**src/rtl/mlirq_pkg.sv**
```systemverilog
package mlirq_pkg;

    localparam int unsigned WORD_BITS    = 32;
    localparam int unsigned MAX_WORDS    = 4;
    localparam int unsigned ADDR_W       = 6;
    localparam int unsigned WORD_IDX_W   = 2;

    typedef enum logic [1:0] {
        REG_ENABLE = 2'd0,
        REG_STATUS = 2'd1,
        REG_WAKE   = 2'd2,
        REG_NONE   = 2'd3
    } reg_sel_e;

    function automatic reg_sel_e decode_sel(input logic [ADDR_W-1:0] a);
        reg_sel_e s;
        unique case (a[3:2])
            2'd0:    s = REG_ENABLE;
            2'd1:    s = REG_STATUS;
            2'd2:    s = REG_WAKE;
            default: s = REG_NONE;
        endcase
        return s;
    endfunction

    function automatic logic [WORD_IDX_W-1:0] decode_word(input logic [ADDR_W-1:0] a);
        return a[5:4];
    endfunction

endpackage

```
**src/rtl/mlirq_word_bank.sv**
```systemverilog
module mlirq_word_bank
    import mlirq_pkg::*;
#(
    parameter int unsigned            WORD_IDX = 0,
    parameter logic [WORD_BITS-1:0]   FWD      = '0,
    parameter logic [WORD_BITS-1:0]   USED     = '1
) (
    input  logic                   clk,
    input  logic                   rst_n,
    input  logic [WORD_BITS-1:0]   src_word,
    input  logic                   wr_en,
    input  logic [WORD_IDX_W-1:0]  wr_word,
    input  reg_sel_e               wr_sel,
    input  logic [WORD_BITS-1:0]   wr_data,
    output logic [WORD_BITS-1:0]   status_q,
    output logic [WORD_BITS-1:0]   enable_q,
    output logic [WORD_BITS-1:0]   wake_en_q
);

    logic hit;
    assign hit = wr_en && (wr_word == WORD_IDX_W'(WORD_IDX));

    // status: one register stage on the raw inputs
    always_ff @(posedge clk or negedge rst_n) begin
        if (!rst_n) begin
            status_q <= '0;
        end else begin
            status_q <= src_word;
        end
    end

    // writable enable and wake-enable registers
    always_ff @(posedge clk or negedge rst_n) begin
        if (!rst_n) begin
            enable_q  <= FWD & USED;
            wake_en_q <= '0;
        end else if (hit) begin
            case (wr_sel)
                REG_ENABLE: enable_q  <= wr_data & USED;
                REG_WAKE:   wake_en_q <= wr_data & USED;
                default:    ;
            endcase
        end
    end

    AST_EN_HOLD: assert property (@(posedge clk) disable iff (!rst_n)
        !(hit && wr_sel == REG_ENABLE) |=> $stable(enable_q)) else $error("enable changed without write");

    AST_UNUSED_CLEAR: assert property (@(posedge clk) disable iff (!rst_n)
        ((enable_q | wake_en_q) & ~USED) == '0) else $error("unused bit set");

    AST_STATUS_NOT_WRITTEN: assert property (@(posedge clk) disable iff (!rst_n)
        (hit && wr_sel == REG_STATUS) |=> (status_q == $past(src_word))) else $error("status took write");

endmodule

```
**src/rtl/mlirq_route.sv**
```systemverilog
module mlirq_route
    import mlirq_pkg::*;
#(
    parameter int unsigned NUM_WORDS   = 2,
    parameter int unsigned NUM_PARENTS = 2,
    parameter logic [NUM_PARENTS*NUM_WORDS*WORD_BITS-1:0] MAP_MASK = '1
) (
    input  logic [NUM_WORDS*WORD_BITS-1:0] status_all,
    input  logic [NUM_WORDS*WORD_BITS-1:0] enable_all,
    input  logic [NUM_WORDS*WORD_BITS-1:0] wake_en_all,
    output logic [NUM_PARENTS-1:0]         parent_irq,
    output logic                           wake_irq
);

    localparam int unsigned SPAN = NUM_WORDS * WORD_BITS;

    logic [SPAN-1:0] pending;
    assign pending = status_all & enable_all;

    // parent-major packing: one contiguous slice per parent
    for (genvar p = 0; p < NUM_PARENTS; p++) begin : g_parent
        localparam logic [SPAN-1:0] SEL = MAP_MASK[p*SPAN +: SPAN];
        assign parent_irq[p] = |(pending & SEL);
    end

    assign wake_irq = |(status_all & wake_en_all);

endmodule

```
**src/rtl/mlirq_readback.sv**
```systemverilog
module mlirq_readback
    import mlirq_pkg::*;
#(
    parameter int unsigned NUM_WORDS = 2
) (
    input  logic                           clk,
    input  logic                           rst_n,
    input  logic                           rd_en,
    input  logic [WORD_IDX_W-1:0]          rd_word,
    input  reg_sel_e                       rd_sel,
    input  logic [NUM_WORDS*WORD_BITS-1:0] status_all,
    input  logic [NUM_WORDS*WORD_BITS-1:0] enable_all,
    input  logic [NUM_WORDS*WORD_BITS-1:0] wake_en_all,
    output logic [WORD_BITS-1:0]           rd_data
);

    logic [WORD_BITS-1:0] sel_word;

    always_comb begin
        sel_word = '0;
        for (int w = 0; w < NUM_WORDS; w++) begin
            if (rd_word == WORD_IDX_W'(w)) begin
                case (rd_sel)
                    REG_ENABLE: sel_word = enable_all[w*WORD_BITS +: WORD_BITS];
                    REG_STATUS: sel_word = status_all[w*WORD_BITS +: WORD_BITS];
                    REG_WAKE:   sel_word = wake_en_all[w*WORD_BITS +: WORD_BITS];
                    default:    sel_word = '0;
                endcase
            end
        end
    end

    always_ff @(posedge clk or negedge rst_n) begin
        if (!rst_n) begin
            rd_data <= '0;
        end else if (rd_en) begin
            rd_data <= sel_word;
        end
    end

    AST_RDATA_HOLD: assert property (@(posedge clk) disable iff (!rst_n)
        !rd_en |=> $stable(rd_data)) else $error("read data moved without read");

endmodule

```
**src/rtl/mlirq_aggregator.sv**
```systemverilog
module mlirq_aggregator
    import mlirq_pkg::*;
#(
    parameter int unsigned NUM_WORDS   = 2,
    parameter int unsigned NUM_PARENTS = 2,
    parameter logic [NUM_PARENTS*NUM_WORDS*32-1:0] MAP_MASK =
        {32'h0000_FF00, 32'hFFFF_0000, 32'h0000_00FF, 32'h0000_FFFF},
    parameter logic [NUM_WORDS*32-1:0] FWD_MASK = '0
) (
    input  logic                      clk,
    input  logic                      rst_n,
    input  logic [NUM_WORDS*32-1:0]   src_i,
    input  logic [5:0]                bus_addr,
    input  logic                      bus_wr,
    input  logic [31:0]               bus_wdata,
    input  logic                      bus_rd,
    output logic [31:0]               bus_rdata,
    output logic [NUM_PARENTS-1:0]    parent_irq,
    output logic                      wake_irq
);

    localparam int unsigned SPAN = NUM_WORDS * WORD_BITS;

    function automatic logic [WORD_BITS-1:0] used_of(input int unsigned w);
        logic [WORD_BITS-1:0] u;
        u = '0;
        for (int unsigned p = 0; p < NUM_PARENTS; p++) begin
            u = u | MAP_MASK[(p*NUM_WORDS + w)*WORD_BITS +: WORD_BITS];
        end
        return u;
    endfunction

    logic [SPAN-1:0]       status_all;
    logic [SPAN-1:0]       enable_all;
    logic [SPAN-1:0]       wake_en_all;
    logic [WORD_IDX_W-1:0] acc_word;
    reg_sel_e              acc_sel;

    assign acc_word = decode_word(bus_addr);
    assign acc_sel  = decode_sel(bus_addr);

    for (genvar w = 0; w < NUM_WORDS; w++) begin : g_word
        mlirq_word_bank #(
            .WORD_IDX (w),
            .FWD      (FWD_MASK[w*WORD_BITS +: WORD_BITS]),
            .USED     (used_of(w))
        ) i_bank (
            .clk       (clk),
            .rst_n     (rst_n),
            .src_word  (src_i[w*WORD_BITS +: WORD_BITS]),
            .wr_en     (bus_wr),
            .wr_word   (acc_word),
            .wr_sel    (acc_sel),
            .wr_data   (bus_wdata),
            .status_q  (status_all[w*WORD_BITS +: WORD_BITS]),
            .enable_q  (enable_all[w*WORD_BITS +: WORD_BITS]),
            .wake_en_q (wake_en_all[w*WORD_BITS +: WORD_BITS])
        );
    end

    mlirq_route #(
        .NUM_WORDS   (NUM_WORDS),
        .NUM_PARENTS (NUM_PARENTS),
        .MAP_MASK    (MAP_MASK)
    ) i_route (
        .status_all  (status_all),
        .enable_all  (enable_all),
        .wake_en_all (wake_en_all),
        .parent_irq  (parent_irq),
        .wake_irq    (wake_irq)
    );

    mlirq_readback #(
        .NUM_WORDS (NUM_WORDS)
    ) i_readback (
        .clk         (clk),
        .rst_n       (rst_n),
        .rd_en       (bus_rd),
        .rd_word     (acc_word),
        .rd_sel      (acc_sel),
        .status_all  (status_all),
        .enable_all  (enable_all),
        .wake_en_all (wake_en_all),
        .rd_data     (bus_rdata)
    );

    AST_PARENT_NEEDS_PENDING: assert property (@(posedge clk) disable iff (!rst_n)
        (|parent_irq) |-> (|(status_all & enable_all))) else $error("parent without pending");

    AST_QUIET_INPUTS: assert property (@(posedge clk) disable iff (!rst_n)
        (src_i == '0) |=> (parent_irq == '0 && !wake_irq)) else $error("output without source");

    AST_WAKE_NEEDS_STATUS: assert property (@(posedge clk) disable iff (!rst_n)
        (status_all == '0) |-> !wake_irq) else $error("wake without status");

endmodule

```
**config.mk**
```make
export PLATFORM = sky130hd
export DESIGN_NAME = mlirq_aggregator
export DESIGN_NICKNAME = d
export VERILOG_FILES = /design/src/rtl/mlirq_pkg.sv /design/src/rtl/mlirq_word_bank.sv /design/src/rtl/mlirq_route.sv /design/src/rtl/mlirq_readback.sv /design/src/rtl/mlirq_aggregator.sv
export SDC_FILE = /design/constraint.sdc
export NUM_CORES = 1
export LEC_CHECK = 0
export BUFFER_PORTS_ARGS = -buffer_cell sky130_fd_sc_hd__buf_2
export CORE_AREA = 3 3 126 128
export DETAILED_ROUTE_END_ITERATION = 12
export DIE_AREA = 0 0 129 131
export PLACE_DENSITY = 0.78
export SLEW_MARGIN = 20
export SYNTH_ARGS = -nofsm -noshare
export SYNTH_HDL_FRONTEND = slang
export SYNTH_SLANG_ARGS = --single-unit
```
**constraint.sdc**
```tcl
create_clock -name clk -period 1.85 [get_ports clk]
set_clock_uncertainty 0.2 [all_clocks]
set_input_delay 0.0925 -clock clk [delete_from_list [all_inputs] [get_ports clk]]
set_output_delay 0.0925 -clock clk [all_outputs]
set_load 0.005 [all_outputs]
```
==> impl_summary.txt, run 1 <==
----------------------------------------------------
[Worst setup path]
  Required time at the endpoint of the critical path ... 1.56 ns
  Nature of the critical path startpoint ... flop
  Crit path capture ... wake_irq
  Buf/Inv on CP ... 1
  Beginning of the critical path ... g_word[0].i_bank.wake_en_q[26]$_DFFE_PN0P_
  Series of cell instances along the critical path ... a22o_1 -> a221oi_2 -> nand4_1 -> or4_4 -> buf_6
  Register-to-Register Setup Slack ... 0.08 ns
  Maximum fanout along the worst path ... 2
  Worst reg-to-reg path cell count ... 7
  Reg2reg start ... g_word[0].i_bank.status_q[13]$_DFF_PN0_
  Reg-to-reg critical path endpoint ... i_readback.rd_data[13]$_DFFE_PN0P_
  Type of destination of the critical path ... output port
  Cell family contributing the most delay on the critical path ... simple AND/OR/NAND/NOR gates
  Data arrival at the endpoint of the critical path ... 2.21 ns
  Critical-path top delay cell ... sky130_fd_sc_hd__or4_4
  Worst setup path class ... flop to output port
  Logic depth of the worst path, buffers included ... 5
  Delay of the slowest cell on the worst path ... 0.57 ns

[Cells and area]
  Register Area ... 4805 um^2
  Proportion of layout cells with a drive suffix above 1 ... 38.46%
  Highest-count cells in the layout ignoring fill and taps ... sky130_fd_sc_hd__dfrtp_1 (192), sky130_fd_sc_hd__buf_2 (135), sky130_fd_sc_hd__dlygate4sd3_1 (98)
  Area delta synth->final ... 39.39%
  Final-stage net count ... 1044
  Area taken by multi-input logic gates ... 3354 um^2
  Most common cell after layout, fill and taps aside ... sky130_fd_sc_hd__dfrtp_1
  Filler cell count ... 906
  Post-route non-filler standard cell count ... ~1100
  Post-Route Utilization ... 76.93%
  Cell area after layout ... around 12000 um^2
  Antenna Diode Count ... 0

[Die]
  Core Area ... ~15000 um^2
  Cell Rows ... 45
  Effective utilization at floorplan ... approximately 55%
  Die Area ... 16900 um^2
  Y dimension of the die ... 131 um
  Die outline width ... around 130 um
  Number of top-level design ports ... 141

[Global routing]
  Wire length of the first global-routing pass ... 40160 um
  Total congestion overflow after global routing ... 0
  Global Route Usage Sum ... 31.90%
  Maximum number of pins on one net before global-route repair ... 66
  Number of global-route vias before repair ... around 7300
  Number of antenna violations at the first check in global routing ... 0

[Logic synthesis]
  Post-Syn Area per Cell ... between 10 and 15 um^2
  Ys flop type ... sky130_fd_sc_hd__dfrtp_1
  Sequential-to-total area share from yosys stat ... 58.13%
  Post-synthesis cell type count ... 30
  Gate count after technology mapping ... 626
  Number of warning messages in the yosys log ... 0
  Async set or reset register ratio after synthesis ... 100.0%
  Number of register bits inferred by synthesis ... 192
  Total standard cell area after synthesis ... 8265 um^2
  Number of flops mapped to enable cells by yosys ... 0
  Net count after synthesis ... 732

[Placement]
  Cell area after placement ... 9813 um^2
  Gp weighted congestion ... 0.8700
  Detailed-placement wirelength estimate ... 17390 um
  Cells after DPL ... 1007
  Number of input and output port buffers inserted ... between 100 and 150

[Clock tree]
  Clock input transition at the sequential cells of the worst setup and hold paths ... 0.07 ns
  Count of clock tree sinks ... 192
  Maximum level of the CTS H-tree ... 4
  Largest buffer count on any clock path ... 2
  Latest clock arrival within the worst-skew pair ... 0.44 ns
  TritonCTS Buffers ... 17
  Library cell used as clock root buffer ... sky130_fd_sc_hd__clkbuf_16
  Clock tree from TritonCTS ... yes

[Timing]
  Final count of hold timing violations ... 0
  Final setup fails ... 3
  Final Cycle Share ... 135.3%
  Upper clock frequency limit ... between 300 and 400 MHz
  Least-Margin Pin Slew ... 0.7829 ns
  Minimum setup slack in the final design ... -0.6528 ns
  Max transition margin ... between 40% and 50%
  Sum of negative setup slack ... -1.121 ns
  Clock period minus worst slack ... 2.503 ns
  RSZ-0062 raised after global routing ... yes
  Max Slew Vio Count ... 0

[Drt]
  Count of nets left with antenna violations after detail routing ... 0
  DRC ... 0
  Wire length per cell ... about 23 um
  Vias after detailed routing ... 6843
  Vias per inst ... ~6
  Number of detailed-routing iterations run before antenna repair ... 5
  Iteration-0 DRC Markers ... 627
  Routed Wire Length ... around 26000 um

[Outcome]
  Violations in the final reports ... negative setup slack
  Status ... finished, violations left

[Flow run]
  Number of max-capacitance violations reported ... 0

[Power]
  Peak ir drop on the vdd network ... 725.5 uV
  Overall Power ... 11.47 mW
  Power density over cell area ... 995.3 nW/um^2
  Static Leakage ... between 5 and 6 nW

[Hold path]
  Kind of path behind the tightest hold check ... input port to async pin

----------------------------------------------------
state kept, by name (all words and copies together), names as in the netlist:
register,cells
g_word.i_bank.wake_en_q,48
g_word.i_bank.enable_q,48
g_word.i_bank.status_q,64
i_readback.rd_data,32
cell families after synthesis:
logic type	Yosys count	share of synthesized area [%]
buf+inv	41	2.483
flops	192	58.13
simple gates	87	6.267
compound gates	162	13.41
mux	144	19.71
how the worst min path moves through the flow:
| stage | endpoint | cells after the start |
|---|---|---|
| 6_report | i_readback.rd_data[18]$_DFFE_PN0P_ | 2 |
| 5_1_grt | i_readback.rd_data[18]$_DFFE_PN0P_ | 2 |
| 4_1_cts | g_word[0].i_bank.enable_q[11]$_DFFE_PN0P_ | 2 |
| 3_5_place_dp | i_readback.rd_data[16]$_DFFE_PN0P_ | 1 |
| 3_3_place_gp | i_readback.rd_data[16]$_DFFE_PN0P_ | 1 |
| 2_1_floorplan | g_word[0].i_bank.enable_q[0]$_DFFE_PN0P_ | 0 |
synth_stat cells, drive strengths merged (8+ instances only):
master / instances / share of area, %
mux2: 96 / 14
a221oi: 12 / 1.3
o21ai: 32 / 1.9
clkbuf: 19 / 0.86
mux2i: 48 / 5.8
nor2: 36 / 1.7
a22oi: 56 / 5.1
nand3b: 34 / 3.1
nand4: 8 / 0.61
o2bb2ai: 16 / 1.7
dfrtp: 192 / 58
buf: 22 / 1.6
a21oi: 33 / 2.0
a22o: 12 / 1.3
layer usage:
layer	GRT usage [%]	wire (um)	vias to the layer above	part of all wire, %
li1	-	-	2967	-
met1	38.98	10090	3489	38
met2	55.12	13690	325	52
met3	6.789	1790	62	6.8
met4	13.53	905	0	3.4
met5	0	0	-	0
through the flow:
step           hold WS [ns]  setup slack, ns
5_1_grt             0.06595          -0.6850
4_1_cts             0.03715          -0.6217
6_report            0.01386          -0.6528
2_1_floorplan       -0.4031           0.1369
3_3_place_gp       -0.07788          -0.2098
3_5_place_dp       -0.07380          -0.2417
final cells by class:
cell class	instances	area share, %
clock buffer	21	4.083
tap	188	2.042
multi-input combinational	393	29.12
clock inverter	9	1.151
sequential	192	41.70
timing repair buffer	334	21.90
where the power goes:
group / internal [mW] / total [mW] / leakage, nW / switching (mW)
Combinational: 1.32 / 2.30 / 2.73 / 0.988
Sequential: 4.82 / 5.36 / 2.32 / 0.543
Clock: 2.22 / 3.80 / 0.291 / 1.58
Total: 8.36 / 11.5 / 5.34 / 3.11
timing repair:
item | in CTS | in global routing
hold endpoints to repair | 364 | 0
buffers inserted | 1 | 2
hold buffers | 98 | 0
pin swaps | 6 | 6
setup endpoints to repair | 3 | 3
gates resized for setup | 13 | 7
Power figures use the tool's default switching activity.
==> run 2, diff against run 1 <==
--- a/constraint.sdc
+++ b/constraint.sdc
@@ -4,2 +4,2 @@
 set_output_delay 0.0925 -clock clk [all_outputs]
-set_load 0.005 [all_outputs]
+set_load 0.05 [all_outputs]
==> impl_summary.txt, run 2 (synthesis gave the netlist of run 1 again) <==
----------------------------------------------------
[Worst setup path]
  Critical-path top delay cell ... sky130_fd_sc_hd__or4_4
  Worst reg-to-reg path cell count ... 5
  Data arrival at the endpoint of the critical path ... about 2.2 ns
  Logic depth of the worst path, buffers included ... 5
  Maximum fanout along the worst path ... 2
  Delay of the slowest cell on the worst path ... 0.58 ns
  Worst setup path class ... flop to output port
  Cell family contributing the most delay on the critical path ... simple AND/OR/NAND/NOR gates
  Reg2reg start ... g_word[0].i_bank.status_q[12]$_DFF_PN0_
  Register-to-Register Setup Slack ... 0.11 ns
  Beginning of the critical path ... g_word[0].i_bank.status_q[22]$_DFF_PN0_
  Required time at the endpoint of the critical path ... 1.56 ns
  Buf/Inv on CP ... 1
  Nature of the critical path startpoint ... flop
  Series of cell instances along the critical path ... a22o_1 -> a221oi_2 -> nand4_1 -> or4_4 -> buf_6
  Type of destination of the critical path ... output port

[Cells and area]
  Final-stage net count ... 1053
  Flip-flop count of the largest register after layout ... 64
  Antenna Diode Count ... 0
  Area delta synth->final ... 41.08%
  Biggest registers after layout ... g_word.i_bank.status_q (64), g_word.i_bank.enable_q (48), g_word.i_bank.wake_en_q (48)
  Register with the most flip-flops ... g_word.i_bank.status_q
  Most common cell after layout, fill and taps aside ... sky130_fd_sc_hd__dfrtp_1
  Proportion of layout cells with a drive suffix above 1 ... 39.42%
  Highest-count cells in the layout ignoring fill and taps ... sky130_fd_sc_hd__dfrtp_1 (190), sky130_fd_sc_hd__buf_2 (133), sky130_fd_sc_hd__dlygate4sd3_1 (99)
  Filler cell count ... ~900
  Post-Route Utilization ... just under 80%

[Placement]
  Number of input and output port buffers inserted ... 138
  Detailed-placement wirelength estimate ... 16990 um
  Gp weighted congestion ... 0.9717
  Setup slack after placement ... -0.2460 ns

[Hold path]
  Cell count of the worst hold path ... 4
  Kind of path behind the tightest hold check ... input port to flop
  Min-delay src ... bus_addr[4]

[Drt]
  DRC ... 0
  Iteration-0 DRC Markers ... 572
  Number of detailed-routing iterations run before antenna repair ... 7
  Routed Wire Length ... 26380 um
  Vias per inst ... approximately 6.0
  Count of nets left with antenna violations after detail routing ... 0
  Vias after detailed routing ... just under 7000
  Wire length per cell ... 23.00 um

[Power]
  Part of the total power dissipated in sequential elements ... 45.3%
  Static Leakage ... 5.409 nW
  Net switching share of the total power ... just under 30%
  Peak ir drop on the vdd network ... 801.2 uV
  Part of the power in combinational logic ... 22.5%
  Power density over cell area ... 1010 nW/um^2
  Fraction of power consumed by the clock network ... 32.2%
  Switch Pwr ... 3.397 mW
  Cell internal pwr ... 8.380 mW

[Global routing]
  Total congestion overflow after global routing ... 0
  Global Route Usage Sum ... 31.53%
  Maximum number of pins on one net before global-route repair ... 86
  Number of antenna violations at the first check in global routing ... 0
  Wire length of the first global-routing pass ... 39650 um
  Number of global-route vias before repair ... between 7000 and 8000

[Die]
  Die outline width ... approximately 130 um
  Cell Rows ... 45
  Die Area ... between 15000 and 20000 um^2
  Effective utilization at floorplan ... 55.19%
  Core Area ... 14980 um^2
  Y dimension of the die ... 131 um
  Number of top-level design ports ... roughly 140

[Timing]
  Final count of hold timing violations ... 0
  Final setup fails ... 3
  Least-Margin Pin Slew ... 0.6538 ns
  RSZ-0062 raised after global routing ... yes
  Max transition margin ... 56.37%
  Clock period minus worst slack ... 2.498 ns
  Upper clock frequency limit ... 400.3 MHz
  Final Cycle Share ... 135.0%
  Max Slew Vio Count ... 0
  Minimum setup slack in the final design ... -0.6478 ns

[Outcome]
  Violations in the final reports ... negative setup slack
  Status ... finished, violations left

[Clock tree]
  TritonCTS Buffers ... 17
  Count of clock tree sinks ... 192
  Clock tree from TritonCTS ... yes
  Clock input transition at the sequential cells of the worst setup and hold paths ... around 0.07 ns
  Largest buffer count on any clock path ... 2
  Maximum level of the CTS H-tree ... 4
  Latest clock arrival within the worst-skew pair ... between 0.4 and 0.5 ns
  Library cell used as clock root buffer ... sky130_fd_sc_hd__clkbuf_16

[Flow run]
  Number of max-capacitance violations reported ... 0

----------------------------------------------------
[run 2: path summary, 6_finish.rpt]
check                                                              to
min reg2reg                         i_readback.rd_data[5]$_DFFE_PN0P_
max                                                          wake_irq
min                         g_word[1].i_bank.enable_q[13]$_DFFE_PN0P_
min in group asynchronous          i_readback.rd_data[18]$_DFFE_PN0P_
max reg2reg                        i_readback.rd_data[12]$_DFFE_PN0P_
max in group asynchronous  g_word[0].i_bank.wake_en_q[31]$_DFFE_PN0P_
[run 2: power groups by stage]
stage	clock network, mW	logic [mW]	registers [mW]
after floorplan	0	1.10	5.43
after global placement	0	2.30	5.30
after detailed placement	0	2.37	5.36
after CTS	3.81	2.59	5.31
after global routing	3.99	2.81	5.39
final	3.79	2.65	5.34
[run 2: layout make-up]
class | count | area [um^2] | area share [%]
tap | 188 | 235.2 | 2.017
clock inverter | 12 | 157.7 | 1.352
sequential | 192 | 4807 | 41.22
multi-input combinational | 393 | 3349 | 28.72
clock buffer | 19 | 442.9 | 3.798
timing repair buffer | 343 | 2669 | 22.89
[run 2: timing repair]
item | 4_1_cts | 5_1_grt
pin swaps | 6 | 3
buffers inserted | 0 | 1
hold buffers | 99 | 0
hold endpoints to repair | 364 | 0
gates resized for setup | 20 | 6
endpoints found under the setup margin | 3 | 3
[run 2: worst reg2reg max path, cell delays in order, from the launching register on]
cell and delay, ns:
sky130_fd_sc_hd__dfrtp_1 0.44, sky130_fd_sc_hd__buf_4 0.16, sky130_fd_sc_hd__mux2i_1 0.25, sky130_fd_sc_hd__o21ai_0 0.16, sky130_fd_sc_hd__a22oi_1 0.29, sky130_fd_sc_hd__a21oi_1 0.11
[run 2: per-stage QoR]
step / power [mW] / setup TNS, ns / area [um^2] / hold slack (ns) / cells
after global placement: 7.592 / -0.2136 / 9956 / -0.1315 / 1017
after global routing: 12.20 / -1.530 / 11660 / 0.07754 / 1147
after floorplan: 6.531 / 0 / 8269 / -0.4031 / 626
after CTS: 11.71 / -1.302 / 11640 / 0.06140 / 1147
final: 11.78 / -1.363 / 11660 / 0.08111 / 1147
after detailed placement: 7.727 / -0.2578 / 9956 / -0.1289 / 1017
[run 2: per-layer routing]
metal,share of wire [%],vias up,GRT usage (%)
met2,51,310,53.14
met5,0,-,0
met3,6.5,70,6.870
met4,3.9,0,14.58
met1,39,3494,39.10
li1,-,3010,-
